$ cat src/rtl/wwd_pkg.sv
package wwd_pkg;

  typedef enum logic [1:0] {
    WD_IDLE   = 2'd0,
    WD_CLOSED = 2'd1,
    WD_OPEN   = 2'd2,
    WD_PULSE  = 2'd3
  } wwd_state_e;

  // Window length in prescaled ticks for a given code: base scaled by (code+1).
  function automatic int unsigned wwd_len(input int unsigned base, input logic [2:0] code);
    return base * (int'(code) + 1);
  endfunction

  function automatic int unsigned wwd_max3(input int unsigned a, input int unsigned b,
                                           input int unsigned c);
    int unsigned m;
    m = (a > b) ? a : b;
    return (m > c) ? m : c;
  endfunction

endpackage

$ cat src/rtl/wwd_prescaler.sv
module wwd_prescaler #(
  parameter int unsigned PRESC = 16
) (
  input  logic clk,
  input  logic rst_n,
  input  logic clr,
  output logic tick
);

  generate
    if (PRESC <= 1) begin : g_bypass
      logic unused_clr;
      logic unused_clk;
      assign unused_clr = clr ^ rst_n;
      assign unused_clk = clk;
      assign tick       = 1'b1;
    end else begin : g_count
      localparam int unsigned PW = $clog2(PRESC);
      localparam logic [PW-1:0] LAST = PW'(PRESC - 1);
      logic [PW-1:0] cnt_q;

      always_ff @(posedge clk or negedge rst_n) begin
        if (!rst_n) begin
          cnt_q <= '0;
        end else if (clr || cnt_q == LAST) begin
          cnt_q <= '0;
        end else begin
          cnt_q <= cnt_q + 1'b1;
        end
      end

      assign tick = (cnt_q == LAST);
    end
  endgenerate

endmodule

$ cat src/rtl/wwd_window_ctrl.sv
module wwd_window_ctrl
  import wwd_pkg::*;
#(
  parameter int unsigned CL_BASE   = 4,
  parameter int unsigned OP_BASE   = 8,
  parameter int unsigned RST_TICKS = 8,
  parameter int unsigned LW        = 8
) (
  input  logic             clk,
  input  logic             rst_n,
  input  logic             run,
  input  logic             kick,
  input  logic             tick,
  input  logic [2:0]       sel,
  output logic             restart,
  output logic             set_early,
  output logic             set_missed,
  output wwd_state_e       state
);

  localparam logic [LW-1:0] PULSE_LAST = LW'(RST_TICKS - 1);

  wwd_state_e    state_q, state_d;
  logic [LW-1:0] tcnt_q;
  logic [LW-1:0] cl_len_q, op_len_q;
  logic          latch;
  logic          cl_end, op_end, pulse_end;

  assign cl_end    = tick && (tcnt_q == cl_len_q - LW'(1));
  assign op_end    = tick && (tcnt_q == op_len_q - LW'(1));
  assign pulse_end = tick && (tcnt_q == PULSE_LAST);

  always_comb begin
    state_d    = state_q;
    restart    = 1'b0;
    latch      = 1'b0;
    set_early  = 1'b0;
    set_missed = 1'b0;
    if (!run) begin
      state_d = WD_IDLE;
      restart = 1'b1;
    end else begin
      unique case (state_q)
        WD_IDLE: begin
          state_d = WD_CLOSED;
          restart = 1'b1;
          latch   = 1'b1;
        end
        WD_CLOSED: begin
          if (kick) begin
            state_d   = WD_PULSE;
            restart   = 1'b1;
            set_early = 1'b1;
          end else if (cl_end) begin
            state_d = WD_OPEN;
            restart = 1'b1;
          end
        end
        WD_OPEN: begin
          if (kick) begin
            state_d = WD_CLOSED;
            restart = 1'b1;
            latch   = 1'b1;
          end else if (op_end) begin
            state_d    = WD_PULSE;
            restart    = 1'b1;
            set_missed = 1'b1;
          end
        end
        WD_PULSE: begin
          if (pulse_end) begin
            state_d = WD_IDLE;
            restart = 1'b1;
          end
        end
        default: begin
          state_d = WD_IDLE;
          restart = 1'b1;
        end
      endcase
    end
  end

  always_ff @(posedge clk or negedge rst_n) begin
    if (!rst_n) begin
      state_q  <= WD_IDLE;
      tcnt_q   <= '0;
      cl_len_q <= LW'(CL_BASE);
      op_len_q <= LW'(OP_BASE);
    end else begin
      state_q <= state_d;
      if (restart) begin
        tcnt_q <= '0;
      end else if (tick) begin
        tcnt_q <= tcnt_q + 1'b1;
      end
      if (latch) begin
        cl_len_q <= LW'(wwd_len(CL_BASE, sel));
        op_len_q <= LW'(wwd_len(OP_BASE, sel));
      end
    end
  end

  assign state = state_q;

endmodule

$ cat src/rtl/wwd_cause_reg.sv
module wwd_cause_reg (
  input  logic clk,
  input  logic rst_n,
  input  logic set_early,
  input  logic set_missed,
  input  logic rd_clr,
  output logic early,
  output logic missed
);

  always_ff @(posedge clk or negedge rst_n) begin
    if (!rst_n) begin
      early  <= 1'b0;
      missed <= 1'b0;
    end else if (set_early) begin
      early  <= 1'b1;
      missed <= 1'b0;
    end else if (set_missed) begin
      early  <= 1'b0;
      missed <= 1'b1;
    end else if (rd_clr) begin
      early  <= 1'b0;
      missed <= 1'b0;
    end
  end

endmodule

$ cat src/rtl/win_watchdog.sv
module win_watchdog
  import wwd_pkg::*;
#(
  parameter int unsigned PRESC     = 16,
  parameter int unsigned CL_BASE   = 4,
  parameter int unsigned OP_BASE   = 8,
  parameter int unsigned RST_TICKS = 8
) (
  input  logic       clk,
  input  logic       rst_n,
  input  logic       supply_rst_n,
  input  logic       cfg_enable,
  input  logic [2:0] cfg_sel,
  input  logic       kick,
  input  logic       stat_rd,
  output logic       rst_out_n,
  output logic       cause_early,
  output logic       cause_missed
);

  localparam int unsigned MAX_BASE = wwd_max3(CL_BASE, OP_BASE, RST_TICKS);
  localparam int unsigned LW       = $clog2(MAX_BASE * 8 + 1);

  logic       run;
  logic       tick;
  logic       restart;
  logic       set_early, set_missed;
  wwd_state_e state;
  logic       in_closed, in_open, wd_fault;

  assign run = cfg_enable & supply_rst_n;

  wwd_prescaler #(.PRESC(PRESC)) u_presc (
    .clk  (clk),
    .rst_n(rst_n),
    .clr  (restart),
    .tick (tick)
  );

  wwd_window_ctrl #(
    .CL_BASE  (CL_BASE),
    .OP_BASE  (OP_BASE),
    .RST_TICKS(RST_TICKS),
    .LW       (LW)
  ) u_ctrl (
    .clk       (clk),
    .rst_n     (rst_n),
    .run       (run),
    .kick      (kick),
    .tick      (tick),
    .sel       (cfg_sel),
    .restart   (restart),
    .set_early (set_early),
    .set_missed(set_missed),
    .state     (state)
  );

  wwd_cause_reg u_cause (
    .clk       (clk),
    .rst_n     (rst_n),
    .set_early (set_early),
    .set_missed(set_missed),
    .rd_clr    (stat_rd),
    .early     (cause_early),
    .missed    (cause_missed)
  );

  assign in_closed = (state == WD_CLOSED);
  assign in_open   = (state == WD_OPEN);
  assign wd_fault  = (state == WD_PULSE);
  assign rst_out_n = supply_rst_n & ~wd_fault;

endmodule

$ cat config.mk
export PLATFORM = sky130hd
export DESIGN_NAME = win_watchdog
export DESIGN_NICKNAME = d
export VERILOG_FILES = /design/src/rtl/wwd_pkg.sv /design/src/rtl/wwd_prescaler.sv /design/src/rtl/wwd_window_ctrl.sv /design/src/rtl/wwd_cause_reg.sv /design/src/rtl/win_watchdog.sv
export SDC_FILE = /design/constraint.sdc
export NUM_CORES = 1
export LEC_CHECK = 0
export ABC_AREA = 1
export BUFFER_PORTS_ARGS = -buffer_cell sky130_fd_sc_hd__clkbuf_2
export CORE_MARGIN = 5
export CORE_UTILIZATION = 52
export DETAILED_ROUTE_END_ITERATION = 16
export GPL_TIMING_DRIVEN = 0
export HOLD_SLACK_MARGIN = 0.05
export PLACE_DENSITY = 0.81
export SETUP_SLACK_MARGIN = 0.2
export SLEW_MARGIN = 40
export SYNTH_ARGS = -nofsm -noshare
export SYNTH_HDL_FRONTEND = slang
export SYNTH_HIERARCHICAL = 1
export SYNTH_SLANG_ARGS = --single-unit
$ cat constraint.sdc
create_clock -name clk -period 1.98 [get_ports clk]
set_clock_uncertainty 0.15 [all_clocks]
set_input_delay 0.594 -clock clk [delete_from_list [all_inputs] [get_ports clk]]
set_output_delay 0.594 -clock clk [all_outputs]
set_load 0.01 [all_outputs]
Word level (Yosys, flattened, before mapping)
Cells that the tools add are included.
{ "classes": {"add_sub_neg": 5, "multipliers": 0, "n_div": 0, "n_lt_le_gt_ge": 0, "n_eq_ne": 10, "shift": 0, "n_mux": 30, "n_bitwise": 3, "reduce_logical": 8} }
{ "op_table": {"columns": ["cell", "count"], "rows": [
  ["two-way mux 1 bit", 18],
  ["equality test 7 bit", 2],
  ["two-way mux 7 bit", 2],
  ["subtractor 7 x 1 -> 7 bit (second input constant)", 2],
  ["two-way mux 2 bit", 6],
  ["!= test 4 bit (second input constant)", 2],
  ["case mux 2 bit (4 select lines)", 1],
  ["adder 7 x 1 -> 7 bit (second input constant)", 1],
  ["equality test 7 x 3 -> 1 bit (second input constant)", 1],
  ["adder 3 x 1 -> 4 bit (second input constant)", 1],
  ["adder 4 x 1 -> 4 bit (second input constant)", 1],
  ["equality test 2 bit (second input constant)", 2],
  ["equality test 4 bit (second input constant)", 1],
  ["two-way mux 4 bit", 1],
  ["case mux 1 bit (4 select lines)", 1],
  ["logical AND 1 bit", 3],
  ["!= test 3 bit (second input constant)", 1],
  ["AND reduction 3 bit", 1],
  ["nonzero test 3 bit", 1],
  ["AND 1 bit", 2],
  ["equality test 2 x 1 -> 1 bit (second input constant)", 1],
  ["zero test 2 bit", 1],
  ["case mux 1 bit (2 select lines)", 1],
  ["nonzero test 2 bit", 1],
  ["other kinds (2)", 2]
]} }
{ "totals": {"ff_bits": 24, "latch_bits": 0, "mem_bits_rw": 0, "mem_bits_ro": 0, "in_bits": 9, "output_inout_bits": 3, "elab_cells": 63, "n_memories": 0} }

Depth between registers and ports, before layout
Gate-level depths: netlist of run 1.
{ "logic_depth": {"depth_word": 9, "mapped_depth": 16, "mapped_depth_nobuf": 16} }

Hierarchy
The synthesis of run 1 kept the hierarchy.
{ "by_module_without_submodules": {"columns": ["mod", "n_inst", "cells_each", "area_per_inst_um2", "seq_area_each_um2"], "rows": [
  ["wwd_window_ctrl", 1, 152, 1041.0, 326.6],
  ["wwd_prescaler", 1, 19, 192.7, 100.1],
  ["wwd_cause_reg", 1, 8, 77.6, 50.0],
  ["win_watchdog", 1, 4, 20.0, 0.0]
]} }

Least setup slack after synthesis of run 1
OpenSTA, ideal clock, no wires.
{ "synth_path": {"path_kind": "register to register", "from": "reg u_presc.g_count.cnt_q[0]", "to": "reg u_presc.g_count.cnt_q[3]", "setup_time_ns": 0.119, "t_arrival_ns": 1.880, "t_required_ns": 1.711, "setup_slack_ns": -0.169, "path_stages_with_launch": 16, "n_path_buf": 0, "synth_period_minus_slack_ns": 2.149, "path_cell_list": "dfrtp_1 -> ha_1 -> nand2_2 -> nor2_1 -> nand2_2 -> a21oi_2 -> nand2_1 -> nor2_1 -> nand3_1 -> nand2_1 -> nand2_1 -> nand2_1 -> nand2_2 -> nand2_4 -> o21bai_4 -> nor2_2"} }
{ "synth_via": {"elab_chain_cells": 8, "elab_cells_between_ends": 14, "classes_between": "add/sub (1); eq/ne (1); mux (8); reduce/logical (4)"} }
{ "synth_lines": {"columns": ["element", "line_no", "source"], "rows": [
  ["start, declared", "wwd_prescaler.sv:20", "logic [PW-1:0] cnt_q;"],
  ["start signal, assigned", "wwd_prescaler.sv:28", "cnt_q <= cnt_q + 1'b1;"],
  ["equality test 4 bit (*)", "wwd_prescaler.sv:32", "assign tick = (cnt_q == LAST);"],
  ["net tick", "win_watchdog.sv:25", "logic tick;"],
  ["logical AND 1 bit, on equally long branches", "wwd_window_ctrl.sv:30, wwd_window_ctrl.sv:29", null],
  ["two-way mux 1 bit, on equally long branches", "wwd_window_ctrl.sv:64, wwd_window_ctrl.sv:54", null],
  ["two-way mux 1 bit, on equally long branches", "wwd_window_ctrl.sv:60, wwd_window_ctrl.sv:50", null],
  ["case mux 1 bit (4 select lines) (*)", "wwd_window_ctrl.sv:43", "unique case (state_q)"],
  ["two-way mux 1 bit (*)", "wwd_window_ctrl.sv:39", "if (!run) begin"],
  ["net restart", "win_watchdog.sv:26", "logic restart;"],
  ["logical OR 1 bit (*)", "wwd_prescaler.sv:25", "end else if (clr || cnt_q == LAST) begin"],
  ["two-way mux 4 bit (*)", "wwd_prescaler.sv:25", null]
]} }
Mark *: on every way through the listed nets, which the timed path passes. The rest lies on a longest branch.
A chain may end at the register's enable or synchronous reset.

Worst setup path after layout of run 1
{ "layout_path": {"from": "reg u_ctrl.cl_len_q[2]", "to": "reg u_presc.g_count.cnt_q[1]"} }
{ "layout_via": {"elab_chain_cells": 9} }
{ "layout_lines": {"columns": ["element", "line_no", "source"], "rows": [
  ["start, declared", "wwd_window_ctrl.sv:25", "logic [LW-1:0] cl_len_q, op_len_q;"],
  ["start signal, assigned", "wwd_window_ctrl.sv:88", "cl_len_q <= LW'(CL_BASE);"],
  ["start signal, assigned", "wwd_window_ctrl.sv:98", "cl_len_q <= LW'(wwd_len(CL_BASE, sel));"],
  ["subtractor 7 x 1 -> 7 bit", "wwd_window_ctrl.sv:29", "assign cl_end = tick && (tcnt_q == cl_len_q - LW'(1));"],
  ["equality test 7 bit", "wwd_window_ctrl.sv:29", null],
  ["logical AND 1 bit", "wwd_window_ctrl.sv:29", null],
  ["two-way mux 1 bit", "wwd_window_ctrl.sv:54", "end else if (cl_end) begin"],
  ["two-way mux 1 bit", "wwd_window_ctrl.sv:50", "if (kick) begin"],
  ["case mux 1 bit (4 select lines)", "wwd_window_ctrl.sv:43", null],
  ["two-way mux 1 bit", "wwd_window_ctrl.sv:39", null],
  ["net restart", "win_watchdog.sv:26", null],
  ["logical OR 1 bit", "wwd_prescaler.sv:25", null],
  ["two-way mux 4 bit", "wwd_prescaler.sv:25", null]
]} }
The timed path passes the listed nets, and every way through them passes these cells.

==> metrics.cfg, run 1 <==
[synth]
yosys-mux-area-fraction_pct=0.752
synth_top_cell_area_share_pct=33.8
synth.area.top_cells=dfrtp_1, nand2_1, ha_1, inv_1, nand3_1
yosys_register_bits=19
yosysWarningCount=6
synthAdderAreaFrac_pct=8.46
synth_top_family_by_area=simple AND/OR/NAND/NOR gates
ys_seq_area_share_pct=35.8
synth.cell_area_sq_um=1330
ys_types=28
synth_fp_nets=201
synth_simple_gate_area_share_pct=33.6
postSynthAreaPerCell_sq_um=7.27
synthXorXnorAreaFrac_pct=3.95
yosysTopAreaCell=dfrtp_1
syn_inst=183
synth_compound_area_share_pct=8.65

[setup_path]
end_kind=flop
cp_max_fo=5
crit_required_ns=2.03
criticalPathCategory=reg2reg
start_kind=flop
cp.arrival_ns=2.16

[global_routing]
gr-usage-all-layers_pct=18.6
grt_pass1_wl_um=5130
grt_overflow=0
antenna_found_initial=0
grt_pass1_vias=1220
grt_max_degree=20

[timing]
worst_slew_pin_slew_ns=0.452
fmax_mhz=475
fin_ws_ns=-0.125
post-route-period-util_pct=106
rsz0062_at_grt=yes
slew_violations=0
slew_headroom_pct=69.9
setup_viol=14
whs_ns=0.0636
hold_viol=0
min_period_ns=2.10

[routing]
drt_iter0_drc=46
drcViolationCount=0
via_count=1242
routed_via_density=5.13
drt_wl_total_um=2910
wl_per_cell_um=12.0
first_pass_iters=4
ant_nets=0

[clocking]
cts_root_buffer=clkbuf_4
cts_tree=yes
clock-sinks=19
clkLatencyLatePin_ns=0.30
path_clk_slew_ns=0.11
cts_max_level=1
clk_path_buf_depth=2
cts_buffers=3

[floorplanning]
io-pin-count=12
row_count=18
die_h_um=60.6
die_w_um=60.6
start_util_pct=54.2
dieArea_sq_um=3670
core_area_sq_um=2450

[final_layout]
nets=231
fill_cells=215
regArea_sq_um=479
layout_commonest_cell=nand2_1
fin_area_sq_um=1620
layout-drive-gt1-share_pct=26.4
num_antenna_cells=0
multiInputGateArea_sq_um=800
syn2layout_area_growth_pct=22.0
final_cell_mix=nand2_1, inv_1, nand3_1, dfrtp_1, nor2_1

[pwr]
power_frac_seq_pct=49.2
p_leak_nw=0.786
power.density_nw_per_um2=533
switchingPower_uw=277
share_comb_of_total_power_pct=28.5
switching_share_pct=32.0
p_int_uw=588
peakVddDrop_v=0.000512
p_clk_share_pct=22.3

[placed_design]
portBuffers=11
place_area_sq_um=1440
gp_congestion=0.924
hpwl_um=2110

[run_status]
violations=negative setup slack
outcome=complete, but fails checks

[min_path]
min_path_type=in2async

[run]
drv_cap=0

path summary, 6_finish.rpt:
check / startpoint / end / slack (ns) / cells past startpoint
max in group asynchronous: rst_n / u_ctrl/state[0] / 1.27 / 1
min: rst_n / u_presc/g_count.cnt_q[3] / 0.06 / 1
min reg2reg: u_ctrl/state[1] / u_ctrl/state[1] / 0.38 / 2
min in group clk: stat_rd / u_cause/early / 0.35 / 2
max: u_ctrl/cl_len_q[2] / u_presc/g_count.cnt_q[1] / -0.12 / 16
max reg2reg: u_ctrl/cl_len_q[2] / u_presc/g_count.cnt_q[1] / -0.12 / 16
worst max-delay path: stages (launching register included):
cell,delay (ns)
dfstp_2,0.56
inv_2,0.05
ha_4,0.28
inv_4,0.04
nand2_2,0.05
nand2_1,0.04
nor2_1,0.08
nand2_1,0.07
nor2_2,0.09
nand2_2,0.08
nand2_1,0.06
nand2_1,0.05
nand2_1,0.07
nand2_2,0.06
nand2_4,0.09
o21bai_4,0.14
nor2_1,0.07
through the flow:
| stage | TNS [ns] | setup WS, ns | util, % | std cells | power, mW |
|---|---|---|---|---|---|
| final | -1.17 | -0.125 | 66.2 | 242 | 0.865 |
| after global routing | -3.62 | -0.292 | 66.2 | 242 | 0.932 |
| after CTS | -1.13 | -0.116 | 64.0 | 239 | 0.858 |
| after detailed placement | -2.19 | -0.268 | 58.8 | 224 | 0.642 |
| after global placement | -1.37 | -0.203 | 58.8 | 224 | 0.629 |
| after floorplan | -0.145 | -0.0487 | - | 183 | 0.587 |
synth_stat cells:
cell,n
a211oi_1,1
a21oi_1,3
a21oi_2,2
buf_2,1
dfrtp_1,18
dfstp_2,1
ha_1,9
inv_1,28
inv_2,2
mux2i_1,1
nand2_1,45
nand2_2,3
nand2_4,1
nand3_1,18
nand4_1,7
nor2_1,18
nor2_2,2
nor3_1,4
nor3b_1,1
nor4_1,1
o21a_1,1
o21ai_0,6
o21ai_1,1
o21bai_1,1
o21bai_4,1
o22ai_1,1
xnor2_1,1
xor2_1,5
cell type report:
cell class                      instances  share of cell area (%)
Clock inverter                          1                   0.308
Tap cell                               30                    2.31
Buffer                                  1                   0.308
Sequential cell                        19                    29.5
Timing Repair Buffer                   25                    9.86
Clock buffer                            3                    1.39
Inverter                               30                    7.09
Multi-Input combinational cell        133                    49.2
repair_timing:
item                                    CTS  global route
endpoints found under the hold margin     0             0
buffers inserted                         11             3
endpoints found under the setup margin   18            20
resized for setup                         4            11
hold buffers                              0             0
pin swaps                                 5             4
state kept, by name, indices dropped and copies added, names as in the netlist:
name / count
u_cause/early: 1
u_cause/missed: 1
u_ctrl/tcnt_q: 7
u_ctrl/cl_len_q: 4
u_ctrl/state: 2
u_presc/g_count.cnt_q: 4
per-layer routing:
layer  vias to the layer above  GRT usage, %  share of wire (%)
li1                        648             -                  -
met1                       562          22.6                 43
met2                        24          31.8                 50
met3                         8          3.62                4.1
met4                         0          8.36                2.7
met5                         -             0                  0
power by group through the flow:
stage / sequential, mW / clock (mW) / combinational (mW)
6_report: 0.425 / 0.193 / 0.247
5_1_grt: 0.429 / 0.224 / 0.280
4_1_cts: 0.425 / 0.202 / 0.230
3_5_place_dp: 0.438 / 0 / 0.204
3_3_place_gp: 0.437 / 0 / 0.192
2_1_floorplan: 0.433 / 0 / 0.154
logic make-up (layout without fill, tap and decap cells):
kind of cell / count (synthesis) / count (layout)
DFF: 19 / 19
muxes: 1 / 1
and+or+nand+nor: 100 / 100
adders and majority gates: 9 / 9
xor gates and xnor gates: 6 / 6
AOI/OAI and AO/OA: 17 / 17
buffers and inverters: 31 / 60
Note: power is estimated with default switching activity, not from simulation.
==> run 2, diff against run 1 <==
--- a/constraint.sdc
+++ b/constraint.sdc
@@ -4,2 +4,2 @@
 set_output_delay 0.594 -clock clk [all_outputs]
-set_load 0.01 [all_outputs]
+set_load 0.02 [all_outputs]
==> run 2 against run 1 <==
Net effect:
- the run still ends with negative setup slack left
- clock power barely moved
- critical path depth unchanged
- die area unchanged
- hold slack worse by 0.0038 ns
- highest routed layer unchanged
- cell count did not move
- via count decreased by 0.97%
- critical endpoint unchanged
- global-route usage is 0.13 points higher
- routed wire length rose by 0.96%
- non-clock buffer count unchanged
==> metrics.cfg, run 2 (synthesis results as in run 1) <==
[run_status]
outcome=complete, but fails checks
violations=negative setup slack

[clocking]
clock-sinks=19  ; unchanged
cts_tree=yes
clk_path_buf_depth=2  ; unchanged
holdBufCountCts=0  ; unchanged
path_clk_slew_ns=0.11  ; about the same
cts_max_level=1  ; unchanged
cts_buffers=3  ; unchanged
cts_root_buffer=clkbuf_4
clkLatencyLatePin_ns=0.31  ; about the same

[global_routing]
antenna_found_initial=0  ; unchanged
grt_pass1_wl_um=5150  ; +0.41%
grt_overflow=0  ; unchanged
grt_max_degree=20  ; unchanged
gr-usage-all-layers_pct=18.7  ; +0.13 points
grt_pass1_vias=1217  ; -0.25%

[placed_design]
hpwl_um=2110  ; unchanged
gp_congestion=0.924  ; unchanged
portBuffers=11  ; unchanged

[final_layout]
regMostFlops=u_ctrl/tcnt_q
fin_util_pct=66.2  ; about the same
final_cell_mix=nand2_1, inv_1, dfrtp_1, nand3_1, nor2_1
largestRegisters=u_ctrl/tcnt_q x7, u_ctrl/cl_len_q x4, u_presc/g_count.cnt_q x4
layout_commonest_cell=nand2_1
layout-drive-gt1-share_pct=25.5  ; -0.94 points
num_antenna_cells=0  ; unchanged
largest_reg_flops=7  ; unchanged
nets=231  ; unchanged
syn2layout_area_growth_pct=22.1  ; about the same

[routing]
wl_per_cell_um=12.2  ; +0.96%
routed_via_density=5.08  ; -0.97%
via_count=1230  ; -0.97%
first_pass_iters=4  ; unchanged
drcViolationCount=0  ; unchanged
drt_wl_total_um=2940  ; +0.96%
ant_nets=0  ; unchanged
drt_iter0_drc=44  ; -4.3%

[floorplanning]
die_h_um=60.6  ; unchanged
dieArea_sq_um=3670  ; unchanged
core_area_sq_um=2450  ; unchanged
io-pin-count=12  ; unchanged
row_count=18  ; unchanged
die_w_um=60.6  ; unchanged
start_util_pct=54.2  ; unchanged

[setup_path]
startpoint=u_ctrl/cl_len_q[2]
r2r_slack_ns=-0.12  ; about the same
start_kind=flop
end_kind=flop
crit_required_ns=2.04  ; about the same
r2r_end=u_presc/g_count.cnt_q[1]
cp.arrival_ns=2.16  ; about the same
r2r_start=u_ctrl/cl_len_q[2]
reg2regPathDepth=16  ; unchanged
criticalPathCategory=reg2reg
cp_max_fo=5  ; unchanged

[timing]
rsz0062_at_grt=yes
min_period_ns=2.10  ; -0.00209 ns
setup_viol=15  ; +1
slew_violations=0  ; unchanged
slew_headroom_pct=69.8  ; -0.094 points
hold_viol=0  ; unchanged
worst_slew_pin_slew_ns=0.453  ; +0.00141 ns
post-route-period-util_pct=106  ; about the same
whs_ns=0.0598  ; -0.00382 ns
fin_ws_ns=-0.123  ; +0.00209 ns
fmax_mhz=476  ; about the same

[min_path]
min_path_type=in2async

[pwr]
peakVddDrop_v=0.000512  ; about the same
share_comb_of_total_power_pct=28.8  ; +0.3 points
p_clk_share_pct=22.4  ; about the same
p_int_uw=589  ; about the same
p_leak_nw=0.788  ; +0.31%
power_frac_seq_pct=48.7  ; -0.5 points
power.density_nw_per_um2=535  ; +0.44%
switchingPower_uw=281  ; +1.4%
switching_share_pct=32.3  ; +0.29 points

[run]
drv_cap=0  ; unchanged

==> run 2: layer usage <==
metal  up-vias  wire [um]  global-route usage [%]  part of all wire, %
li1        646          -                       -                    -
met5         -          0                       0                    0
met3         9         77                    3.62                  2.6
met4         0         93                    8.36                  3.2
met1       556       1340                    22.9                   46
met2        19       1430                    31.9                   49
==> run 2: metrics by stage <==
stage	instances	TNS (ns)	total power, mW	cell area [sq um]	setup slack [ns]
floorplan	183	-0.145	0.589	1350	-0.0487
global placement	224	-1.37	0.630	1440	-0.203
detailed placement	224	-2.19	0.643	1440	-0.268
CTS	240	-1.13	0.862	1580	-0.116
global route	242	-3.62	0.934	1630	-0.292
finish	242	-1.20	0.870	1630	-0.123
==> run 2: power by group through the flow <==
stage	combinational, mW	clock (mW)	sequential, mW
CTS	0.235	0.202	0.424
finish	0.251	0.195	0.424
detailed placement	0.205	0	0.438
global placement	0.194	0	0.437
global route	0.283	0.224	0.427
floorplan	0.155	0	0.434
==> run 2: worst max-delay path by stage <==
stage / end / slack [ns] / depth (start not counted)
5_1_grt: u_presc/g_count.cnt_q[1] / -0.29 / 16
4_1_cts: u_presc/g_count.cnt_q[1] / -0.12 / 16
6_report: u_presc/g_count.cnt_q[1] / -0.12 / 16
3_3_place_gp: u_presc/g_count.cnt_q[0] / -0.20 / 15
3_5_place_dp: u_presc/g_count.cnt_q[1] / -0.27 / 15
2_1_floorplan: u_presc/g_count.cnt_q[3] / -0.05 / 16
==> run 2: area by class of cell <==
type,count,area [sq um]
timing repair buffer,25,163
fill,215,830
buffer,1,5.00
clock buffer,3,22.5
sequential,19,478
tap,30,37.5
inverter,30,115
multi-input combinational,133,800
clock inverter,1,5.00
==> run 2: what timing repair did <==
item,4_1_cts,5_1_grt
endpoints found under the hold margin,0,0
pin swaps,5,4
buffers inserted,12,2
resized for setup,4,10
setup endpoints to repair,18,19
gates cloned,0,0
==> run 2: critical path: stages (launching register included) <==
cell and delay (ns):
dfstp_2 0.56, inv_2 0.05, ha_4 0.28, inv_4 0.04, nand2_2 0.05, nand2_1 0.04, nor2_1 0.08, nand2_1 0.07
nor2_2 0.09, nand2_2 0.08, nand2_1 0.06, nand2_1 0.05, nand2_1 0.07, nand2_2 0.06, nand2_4 0.09, o21bai_4 0.14
nor2_1 0.07
